**config.mk**
```make
export PLATFORM = sky130hd
export DESIGN_NAME = az_trigger_seq
export DESIGN_NICKNAME = d
export VERILOG_FILES = /design/src/rtl/az_seq_pkg.sv /design/src/rtl/az_edge_counter.sv /design/src/rtl/az_jitter_lfsr.sv /design/src/rtl/az_tick_timer.sv /design/src/rtl/az_trigger_seq.sv
export SDC_FILE = /design/constraint.sdc
export NUM_CORES = 1
export LEC_CHECK = 0
export BUFFER_PORTS_ARGS = -buffer_cell sky130_fd_sc_hd__buf_4
export CORE_AREA = 2 2 65 67
export CTS_CLUSTER_SIZE = 30
export DETAILED_ROUTE_END_ITERATION = 10
export DIE_AREA = 0 0 67 69
export GPL_TIMING_DRIVEN = 0
export PLACE_DENSITY = 0.75
export SLEW_MARGIN = 10
export SYNTH_ARGS = -nofsm -noshare
export SYNTH_HDL_FRONTEND = slang
export SYNTH_SLANG_ARGS = --single-unit
export TNS_END_PERCENT = 20
```
**constraint.sdc**
```tcl
create_clock -name clk -period 5.1 [get_ports clk]
set_input_delay 0.255 -clock clk [delete_from_list [all_inputs] [get_ports clk]]
set_output_delay 0.255 -clock clk [all_outputs]
set_load 0.1 [all_outputs]
```
**src/rtl/az_seq_pkg.sv**
```systemverilog
package az_seq_pkg;

    typedef enum logic [1:0] {
        TRIG_COUNT  = 2'b00,
        TRIG_JITTER = 2'b01,
        TRIG_LOW    = 2'b10,
        TRIG_HIGH   = 2'b11
    } trig_mode_e;

    typedef enum logic [1:0] {
        ST_IDLE  = 2'b00,
        ST_WAIT  = 2'b01,
        ST_PULSE = 2'b10,
        ST_TAIL  = 2'b11
    } az_state_e;

    localparam int PULSE_W_DEF = 4;
    localparam int CNT_W_DEF   = 8;
    localparam int LFSR_W_DEF  = 8;

    // release tail length in 250 kHz ticks (half periods of 125 kHz)
    function automatic logic [1:0] tail_ticks(input logic [1:0] code);
        case (code)
            2'b10:   return 2'd1;
            2'b11:   return 2'd3;
            default: return 2'd0;
        endcase
    endfunction

    // two random bits to an offset in {-1,0,+1}; the fourth code folds to 0
    function automatic logic signed [1:0] fold_offset(input logic [1:0] bits);
        case (bits)
            2'b00:   return -2'sd1;
            2'b10:   return 2'sd1;
            default: return 2'sd0;
        endcase
    endfunction

endpackage

```
**src/rtl/az_edge_counter.sv**
```systemverilog
module az_edge_counter #(
    parameter int CNT_W = az_seq_pkg::CNT_W_DEF
) (
    input  logic             clk,
    input  logic             rst,
    input  logic             data_in,
    input  logic             count_en,
    input  logic             clr,
    output logic [CNT_W-1:0] cnt
);
    logic data_q;
    logic edge_seen;

    assign edge_seen = data_in ^ data_q;

    always_ff @(posedge clk) begin
        if (rst) begin
            data_q <= 1'b0;
            cnt    <= '0;
        end else begin
            data_q <= data_in;
            if (clr)
                cnt <= '0;
            else if (count_en && edge_seen && (cnt != '1))
                cnt <= cnt + 1'b1;
        end
    end

    AST_CLR_ZEROES: assert property (@(posedge clk) disable iff (rst)
        clr |=> (cnt == '0));

    AST_HOLD_OFF: assert property (@(posedge clk) disable iff (rst)
        (!clr && !count_en) |=> $stable(cnt));

endmodule

```
**src/rtl/az_jitter_lfsr.sv**
```systemverilog
module az_jitter_lfsr #(
    parameter int              LFSR_W = az_seq_pkg::LFSR_W_DEF,
    parameter logic [LFSR_W-1:0] TAPS = 8'hB8,
    parameter logic [LFSR_W-1:0] SEED = 8'h5A
) (
    input  logic              clk,
    input  logic              rst,
    input  logic              pick,
    output logic signed [1:0] ofs
);
    import az_seq_pkg::*;

    logic [LFSR_W-1:0] lfsr;
    logic              fb;

    assign fb = ^(lfsr & TAPS);

    always_ff @(posedge clk) begin
        if (rst) begin
            lfsr <= SEED;
            ofs  <= 2'sd0;
        end else begin
            lfsr <= {lfsr[LFSR_W-2:0], fb};
            if (pick)
                ofs <= fold_offset(lfsr[1:0]);
        end
    end

    AST_OFS_RANGE: assert property (@(posedge clk) disable iff (rst)
        ofs != 2'sb10);

    AST_LFSR_LIVE: assert property (@(posedge clk) disable iff (rst)
        lfsr != '0);

endmodule

```
**src/rtl/az_tick_timer.sv**
```systemverilog
module az_tick_timer #(
    parameter int W = az_seq_pkg::PULSE_W_DEF
) (
    input  logic         clk,
    input  logic         rst,
    input  logic         clr,
    input  logic         run,
    input  logic         tick,
    input  logic [W-1:0] limit,
    output logic         done
);
    logic [W-1:0] cnt;

    assign done = run && tick && (cnt == limit - 1'b1);

    always_ff @(posedge clk) begin
        if (rst)
            cnt <= '0;
        else if (clr)
            cnt <= '0;
        else if (run && tick)
            cnt <= cnt + 1'b1;
    end

    AST_TMR_IN_RANGE: assert property (@(posedge clk) disable iff (rst)
        run |-> (cnt < limit));

endmodule

```
**src/rtl/az_trigger_seq.sv**
```systemverilog
module az_trigger_seq #(
    parameter int CNT_W  = az_seq_pkg::CNT_W_DEF,
    parameter int PW     = az_seq_pkg::PULSE_W_DEF,
    parameter int LFSR_W = az_seq_pkg::LFSR_W_DEF
) (
    input  logic             clk,
    input  logic             rst,
    input  logic             tick_en,
    input  logic             rx_data_mode,
    input  logic             data_in,
    input  logic [CNT_W-1:0] edge_count,
    input  logic [1:0]       trig_mode,
    input  logic [1:0]       rel_code,
    input  logic [PW-1:0]    pulse_len,
    output logic             az_ctrl,
    output logic             busy
);
    import az_seq_pkg::*;

    localparam int SW = CNT_W + 2;
    localparam logic signed [SW-1:0] ONE_S = SW'(1);
    localparam logic signed [SW-1:0] MAX_S = SW'((1 << CNT_W) - 1);

    typedef struct packed {
        logic [PW-1:0] len;
        logic [1:0]    tail;
    } az_cfg_t;

    az_state_e         st, st_nx;
    trig_mode_e        mode;
    az_cfg_t           cfg_q;
    logic [CNT_W-1:0]  cnt;
    logic [CNT_W-1:0]  target;
    logic signed [1:0] ofs, ofs_use;
    logic signed [SW-1:0] sum;
    logic reached, level_ok, armed, start;
    logic cnt_en, cnt_clr;
    logic tmr_run, tmr_clr, tmr_done;
    logic [PW-1:0] tmr_limit;

    assign mode = trig_mode_e'(trig_mode);

    // effective edge target
    always_comb begin
        ofs_use = (mode == TRIG_JITTER) ? ofs : 2'sd0;
        sum     = $signed({2'b00, edge_count}) + $signed({{CNT_W{ofs_use[1]}}, ofs_use});
        if (sum < ONE_S)
            target = CNT_W'(1);
        else if (sum > MAX_S)
            target = '1;
        else
            target = sum[CNT_W-1:0];
    end

    assign reached = (cnt >= target);

    always_comb begin
        case (mode)
            TRIG_LOW:  level_ok = !data_in;
            TRIG_HIGH: level_ok = data_in;
            default:   level_ok = 1'b1;
        endcase
    end

    assign armed   = (st == ST_IDLE) || (st == ST_WAIT);
    assign start   = rx_data_mode && level_ok &&
                     (((st == ST_IDLE) && reached) || (st == ST_WAIT));
    assign cnt_en  = (st == ST_IDLE) && rx_data_mode && !reached;
    assign cnt_clr = armed && (!rx_data_mode || start);

    always_comb begin
        st_nx = st;
        case (st)
            ST_IDLE:  if (rx_data_mode && reached) st_nx = start ? ST_PULSE : ST_WAIT;
            ST_WAIT:  if (!rx_data_mode)           st_nx = ST_IDLE;
                      else if (level_ok)           st_nx = ST_PULSE;
            ST_PULSE: if (tmr_done)                st_nx = (cfg_q.tail == 2'd0) ? ST_IDLE : ST_TAIL;
            ST_TAIL:  if (tmr_done)                st_nx = ST_IDLE;
            default:                               st_nx = ST_IDLE;
        endcase
    end

    always_ff @(posedge clk) begin
        if (rst) begin
            st    <= ST_IDLE;
            cfg_q <= '0;
        end else begin
            st <= st_nx;
            if (start) begin
                cfg_q.len  <= (pulse_len == '0) ? PW'(1) : pulse_len;
                cfg_q.tail <= tail_ticks(rel_code);
            end
        end
    end

    assign tmr_run   = (st == ST_PULSE) || (st == ST_TAIL);
    assign tmr_clr   = (st_nx != st);
    assign tmr_limit = (st == ST_PULSE) ? cfg_q.len : PW'(cfg_q.tail);

    assign az_ctrl = tmr_run;
    assign busy    = (st != ST_IDLE);

    az_edge_counter #(.CNT_W(CNT_W)) u_edges (
        .clk      (clk),
        .rst      (rst),
        .data_in  (data_in),
        .count_en (cnt_en),
        .clr      (cnt_clr),
        .cnt      (cnt)
    );

    az_jitter_lfsr #(.LFSR_W(LFSR_W)) u_jitter (
        .clk  (clk),
        .rst  (rst),
        .pick (start),
        .ofs  (ofs)
    );

    az_tick_timer #(.W(PW)) u_timer (
        .clk   (clk),
        .rst   (rst),
        .clr   (tmr_clr),
        .run   (tmr_run),
        .tick  (tick_en),
        .limit (tmr_limit),
        .done  (tmr_done)
    );

    AST_LOW_GATE: assert property (@(posedge clk) disable iff (rst)
        ($rose(az_ctrl) && ($past(trig_mode) == 2'b10)) |-> !$past(data_in));

    AST_HIGH_GATE: assert property (@(posedge clk) disable iff (rst)
        ($rose(az_ctrl) && ($past(trig_mode) == 2'b11)) |-> $past(data_in));

    AST_RX_ONLY: assert property (@(posedge clk) disable iff (rst)
        $rose(az_ctrl) |-> $past(rx_data_mode));

    AST_CLEAR_AT_START: assert property (@(posedge clk) disable iff (rst)
        $rose(az_ctrl) |-> (cnt == '0));

endmodule

```
==> flow_metrics.py, run 1 <==
metrics = {
    "clocking": {
        "cts_resized": 0,
        "ctsHoldBuffers": 0,
        "cts.sinks": 31,
        "cts_setup_buffers": 0,
        "clk_latency_ns": 0.28,
        "clkTransAtPathRegs_ns": 0.07,
        "cts_buffers": 5,
        "root_buffer": "clkbuf_8",
        "htreeDepth": 2,
        "cts_tree": "done",
        "cts_max_path_buffers": 2,
    },
    "synth": {
        "syn_nets": 291,
        "syn_inst": 257,
        "yosys_register_bits": 31,
        "synth_compound_area_share_pct": 17.6,
        "ys_types": 48,
        "synthFlopType": "dfxtp_1",
        "ys.warnings.count": 0,
        "synth_fa_ha_area_share_pct": 7.62,
        "synth-seq-area-share_pct": 29.1,
        "synth_area_leaders": "dfxtp_1 29%, ha_1 7.6%, xnor2_1 5.3%",
        "muxShareOfSynthArea_pct": 4.75,
        "syn_avg_cell_area_um2": 8.31,
        "synth_top_family_by_area": "simple AND/OR/NAND/NOR gates",
        "synth_xor_area_share_pct": 9.44,
        "syn_area_mm2": 0.00213,
        "synth-simple-area-share_pct": 28.3,
        "yosys.area.top_type": "dfxtp_1",
        "async_flop_share_pct": 0,
        "synth_top_area_share_pct": 29.1,
        "synth_edf_count": 0,
    },
    "sta": {
        "fin_crit_sh_pct": 86.5,
        "fin_crit_ns": 4.41,
        "setup-violations-final": 0,
        "setup_ws_ns": 0.690,
        "tightestPinTransition_ns": 0.724,
        "hold_viol": 0,
        "timing.fmax_ghz": 0.227,
        "rsz0062_at_grt": "false",
        "drv_slew": 0,
        "hold_ws_ns": 0.174,
        "tns_ns": 0,
        "finalClockSkew_ns": 0.0123,
        "relSlewSlack_pct": 51.7,
    },
    "power": {
        "ir_drop_mv": 0.230,
        "power_density_mw_per_mm2": 226,
        "p_leak_uw": 0.00100,
    },
    "floorplanning": {
        "die_w_um": 67,
        "core_area_mm2": 0.00391,
        "die_h_um": 69,
        "rows": 23,
        "io_pins": 23,
        "initial_core_util_pct": 54.5,
        "die_area_mm2": 0.00462,
    },
    "routing": {
        "totalWireLength_um": 4490,
        "drt_pass1_iterations": 4,
        "drtIter0Drc": 67,
        "drc": 0,
        "wl_per_cell_um": 13.4,
        "ant_nets": 0,
        "viasPerCell": 5.76,
        "vias": 1931,
    },
    "critical_path": {
        "critical_path.slowest_cell": "a21oi_1",
        "cp-end-kind": "flip-flop",
        "cp_max_fo": 10,
        "cp.arrival_ns": 4.54,
        "crit_required_ns": 5.23,
        "critical_path_class": "flip-flop to flip-flop",
        "path_cells": "nand3b_1 -> clkbuf_1 -> xnor2_1 -> ha_1 -> a21oi_1 -> o22ai_1 -> nand2_1 -> a221o_1 -> a31o_2 -> ha_1 -> nor2b_1 -> o21ai_2 -> a41oi_4 -> or3_2 -> a21oi_1 -> nor3_1",
        "cp-start-kind": "flip-flop",
        "slowest_delay_ns": 0.57,
    },
    "place": {
        "dp_slack_ns": 0.721,
        "dp.final_hpwl_um": 3390,
        "gp_congestion": 0.818,
        "io_buffers": 20,
    },
    "final_layout": {
        "drive_gt1_share_pct": 17.5,
        "fin_util_pct": 62.9,
        "num_antenna_cells": 0,
        "syn_to_final_growth_pct": 15.2,
        "nets": 318,
        "fill_cells": 380,
    },
    "global_routing": {
        "grt_first_pass_wirelength_um": 7590,
        "grt_antenna_before_repair": 0,
        "grt-ovfl-total": 0,
        "grt_pass1_vias": 1706,
        "grt_start_max_net_pins": 12,
        "track_usage_pct": 20.7,
    },
    "hold_path": {
        "hp-class": "input pin to flip-flop",
    },
    "job": {
        "maxCapViolCount": 0,
    },
    "outcome": {
        "status": "completed",
    },
}
==> cells by family (layout without fill, tap and decap cells) <==
kind of cell             after synthesis  count (layout)
AND/OR/NAND/NOR                      111             111
AO/OA/AOI/OAI                         53              53
flip-flops                            31              31
XOR/XNOR                              23              23
buffers and inverters                 16              44
adder cells (fa/ha/maj)               13              13
multiplexers                          10              10
==> registers in the layout, summed over array words and instances (netlist names) <==
| signal | flops |
|---|---|
| cfg_q | 6 |
| st | 2 |
| u_edges.cnt | 8 |
| u_edges.data_q | 1 |
| u_jitter.lfsr | 8 |
| u_jitter.ofs | 2 |
| u_timer.cnt | 4 |
==> metrics by stage <==
step | cell area, um2 | std cells | power, uW
after CTS | 2460 | 335 | 560
after floorplan | 2130 | 257 | 296
after global placement | 2350 | 327 | 319
final | 2460 | 335 | 557
after detailed placement | 2350 | 327 | 320
after global routing | 2460 | 335 | 578
==> synthesized netlist by cell type, types with 3 or more instances <==
cell type   n
or3_1       5
or2_2       7
nor3_1     16
xnor2_1    13
a211oi_1    3
nand2b_1    5
nand3b_1    3
nand3_1     8
o22ai_1     3
a21oi_1    21
o21ai_0     8
nand2_1    19
nor2_1     15
mux2i_1     9
inv_1       5
a211o_1     3
xor2_1     10
dfxtp_1    31
nor4_1      6
ha_1       13
and2_1      3
clkbuf_1    8
nor2b_1    11
==> routing by layer <==
metal / wire (um) / global-route usage [%]
met1: 2210 / 29.0
met2: 2040 / 31.9
met3: 200 / 4.89
met4: 41 / 5.22
met5: 0 / 0
==> worst max-delay path: cells and delay by family, from the launching register on <==
kind	cells	cell delay (ns)
AO/OA/AOI/OAI	7	1.99
flip-flops	1	0.32
AND/OR/NAND/NOR	5	0.86
XOR/XNOR	1	0.17
adder cells (fa/ha/maj)	2	0.57
buffers and inverters	1	0.34
==> placed cells by master, fill, tap and decap left out, types with 10 or more instances in the layout <==
cell type and n:
dfxtp_1 31, a21oi_1 21, buf_4 20, nand2_1 19
nor3_1 16, nor2_1 15, xnor2_1 13, ha_1 13
nor2b_1 11, xor2_1 10
==> worst paths after layout <==
path | startpoint | to | slack (ns) | cells past startpoint
setup / recovery | u_jitter.ofs[1] | u_edges.cnt[7] | 0.69 | 16
setup reg to reg | u_jitter.ofs[1] | u_edges.cnt[7] | 0.69 | 16
hold reg to reg | u_jitter.lfsr[2] | u_jitter.lfsr[3] | 0.41 | 1
hold / removal | rst | u_jitter.lfsr[7] | 0.17 | 2
==> report_power, final <==
part,internal [uW],switching (uW),total (uW)
Combinational,29.9,32.3,62.1
Sequential,249,4.04,253
Clock,145,96.3,242
Total,424,133,557
==> area by class of cell <==
cell class / count / area, um2 / share of cell area, %
inverter: 5 / 18.8 / 0.763
buffer: 11 / 51.3 / 2.09
timing repair buffer: 20 / 150 / 6.10
clock buffer: 5 / 68.8 / 2.80
tap: 50 / 62.6 / 2.54
clock inverter: 3 / 43.8 / 1.78
multi-input combinational: 210 / 1440 / 58.7
sequential: 31 / 621 / 25.2
No activity file was read; power rests on OpenSTA's default activity.
==> run 2: changes to the inputs <==
BUFFER_PORTS_ARGS = not set   (was -buffer_cell sky130_fd_sc_hd__buf_4)
DONT_BUFFER_PORTS = 1   (was not set)
PLACE_DENSITY = 0.7   (was 0.75)
==> flow_metrics.py, run 2 (synthesis results as in run 1) <==
metrics = {
    "sta": {
        "timing.fmax_ghz": 0.232,
        "finalClockSkew_ns": 0.00256,
        "tns_ns": 0,
        "hold_ws_ns": 0.0269,
        "rsz0062_at_grt": "false",
        "relSlewSlack_pct": 23.7,
        "drv_slew": 0,
        "tightestPinTransition_ns": 1.15,
        "fin_crit_ns": 4.32,
        "fin_crit_sh_pct": 84.7,
        "hold_viol": 0,
        "setup-violations-final": 0,
    },
    "clocking": {
        "clkTransAtPathRegs_ns": 0.07,
        "cts_setup_buffers": 0,
        "ctsHoldBuffers": 0,
        "htreeDepth": 2,
        "root_buffer": "clkbuf_8",
        "clk_latency_ns": 0.29,
        "cts.sinks": 31,
        "cts_buffers": 5,
        "cts_tree": "done",
        "cts_resized": 0,
        "cts_max_path_buffers": 2,
    },
    "place": {
        "io_buffers": 0,
        "dp.final_hpwl_um": 3190,
        "gp_congestion": 0.800,
        "place_area_mm2": 0.00220,
    },
    "final_layout": {
        "final_common_cell": "dfxtp_1",
        "drive_gt1_share_pct": 11.3,
        "nets": 298,
        "top_regs": "u_edges.cnt (8), u_jitter.lfsr (8), cfg_q (6)",
        "num_antenna_cells": 0,
        "syn_to_final_growth_pct": 7.09,
        "design_area_mm2": 0.00229,
        "layout_common_cells": "31 x dfxtp_1, 21 x a21oi_1, 19 x nand2_1",
        "fill_cells": 381,
    },
    "routing": {
        "viasPerCell": 5.70,
        "vias": 1795,
        "drt_pass1_iterations": 4,
        "drtIter0Drc": 81,
        "drc": 0,
        "ant_nets": 0,
        "wl_per_cell_um": 13.4,
        "totalWireLength_um": 4220,
    },
    "floorplanning": {
        "core_area_mm2": 0.00391,
        "die_area_mm2": 0.00462,
        "die_h_um": 69,
        "die_w_um": 67,
        "initial_core_util_pct": 54.5,
        "rows": 23,
        "io_pins": 23,
    },
    "critical_path": {
        "critical_path.slowest_cell": "a21oi_1",
        "crit_required_ns": 5.25,
        "startpoint": "u_jitter.ofs[1]",
        "cp_top_family": "compound AO/OA/AOI/OAI gates",
        "cp-start-kind": "flip-flop",
        "cp.arrival_ns": 4.47,
        "path_cells": "nand3b_1 -> clkbuf_1 -> xnor2_1 -> ha_1 -> a21oi_1 -> o22ai_1 -> nand2_1 -> a221o_1 -> a31o_2 -> ha_1 -> nor2b_1 -> o21ai_2 -> a41oi_4 -> or3_2 -> a21oi_1 -> nor3_1",
        "timing.rr.start": "u_jitter.ofs[1]",
        "slowest_delay_ns": 0.56,
        "critical_path_class": "flip-flop to flip-flop",
        "critPathBufInv": 1,
        "cp_max_fo": 10,
        "cp-end-kind": "flip-flop",
    },
    "outcome": {
        "status": "completed",
    },
    "global_routing": {
        "grt_antenna_before_repair": 0,
        "grt_pass1_vias": 1567,
        "track_usage_pct": 19.1,
        "grt-ovfl-total": 0,
        "grt_start_max_net_pins": 12,
        "grt_first_pass_wirelength_um": 6890,
    },
    "power": {
        "ir_drop_mv": 0.213,
        "power_density_mw_per_mm2": 215,
        "p_leak_uw": 0.000884,
    },
    "hold_path": {
        "min_from": "rst",
        "hp-class": "input pin to flip-flop",
    },
    "job": {
        "maxCapViolCount": 0,
    },
}
==> run 2: changes by cell type in the layout (fill, tap and decap cells not counted), sizes merged <==
cell      change
bufinv        -1
clkinvlp      +2
buf          -20
clkinv        -1
==> run 2: per-layer routing <==
layer / share of wire [%] / vias up / global-route usage, %
li1: - / 952 / -
met1: 53 / 799 / 28.0
met2: 40 / 39 / 25.5
met3: 5.2 / 5 / 4.73
met4: 1.8 / 0 / 9.07
met5: 0 / - / 0
==> run 2: where the power goes <==
part	total (uW)	internal, uW	switching, uW
registers	253	249	3.80
logic	47.2	21.2	26.1
clock network	192	94.7	97.5
total	492	365	127
==> run 2: layout make-up <==
type | instances | area, um2 | share of cell area [%]
clock inverters | 3 | 20.0 | 0.876
multi-input cells | 210 | 1440 | 63.2
inverters | 5 | 18.8 | 0.821
clock buffers | 5 | 68.8 | 3.01
well taps | 50 | 62.6 | 2.74
plain buffers | 11 | 51.3 | 2.24
flip-flops and latches | 31 | 621 | 27.1
==> run 2: metrics by stage <==
| step | total power [uW] | util, % | std cells | worst slack [ns] |
|---|---|---|---|---|
| after global routing | 516 | 58.4 | 315 | 0.498 |
| after global placement | 304 | 56.1 | 307 | 0.839 |
| after CTS | 498 | 58.4 | 315 | 0.784 |
| after floorplan | 296 | - | 257 | 1.34 |
| after detailed placement | 305 | 56.1 | 307 | 0.809 |
| final | 492 | 58.4 | 315 | 0.781 |
==> run 2: final timing paths <==
check / end / slack (ns) / depth (start not counted)
hold / removal: u_jitter.lfsr[7] / 0.03 / 1
setup / recovery: u_edges.cnt[3] / 0.78 / 16
hold reg to reg: u_jitter.lfsr[3] / 0.41 / 1
setup reg to reg: u_edges.cnt[3] / 0.78 / 16
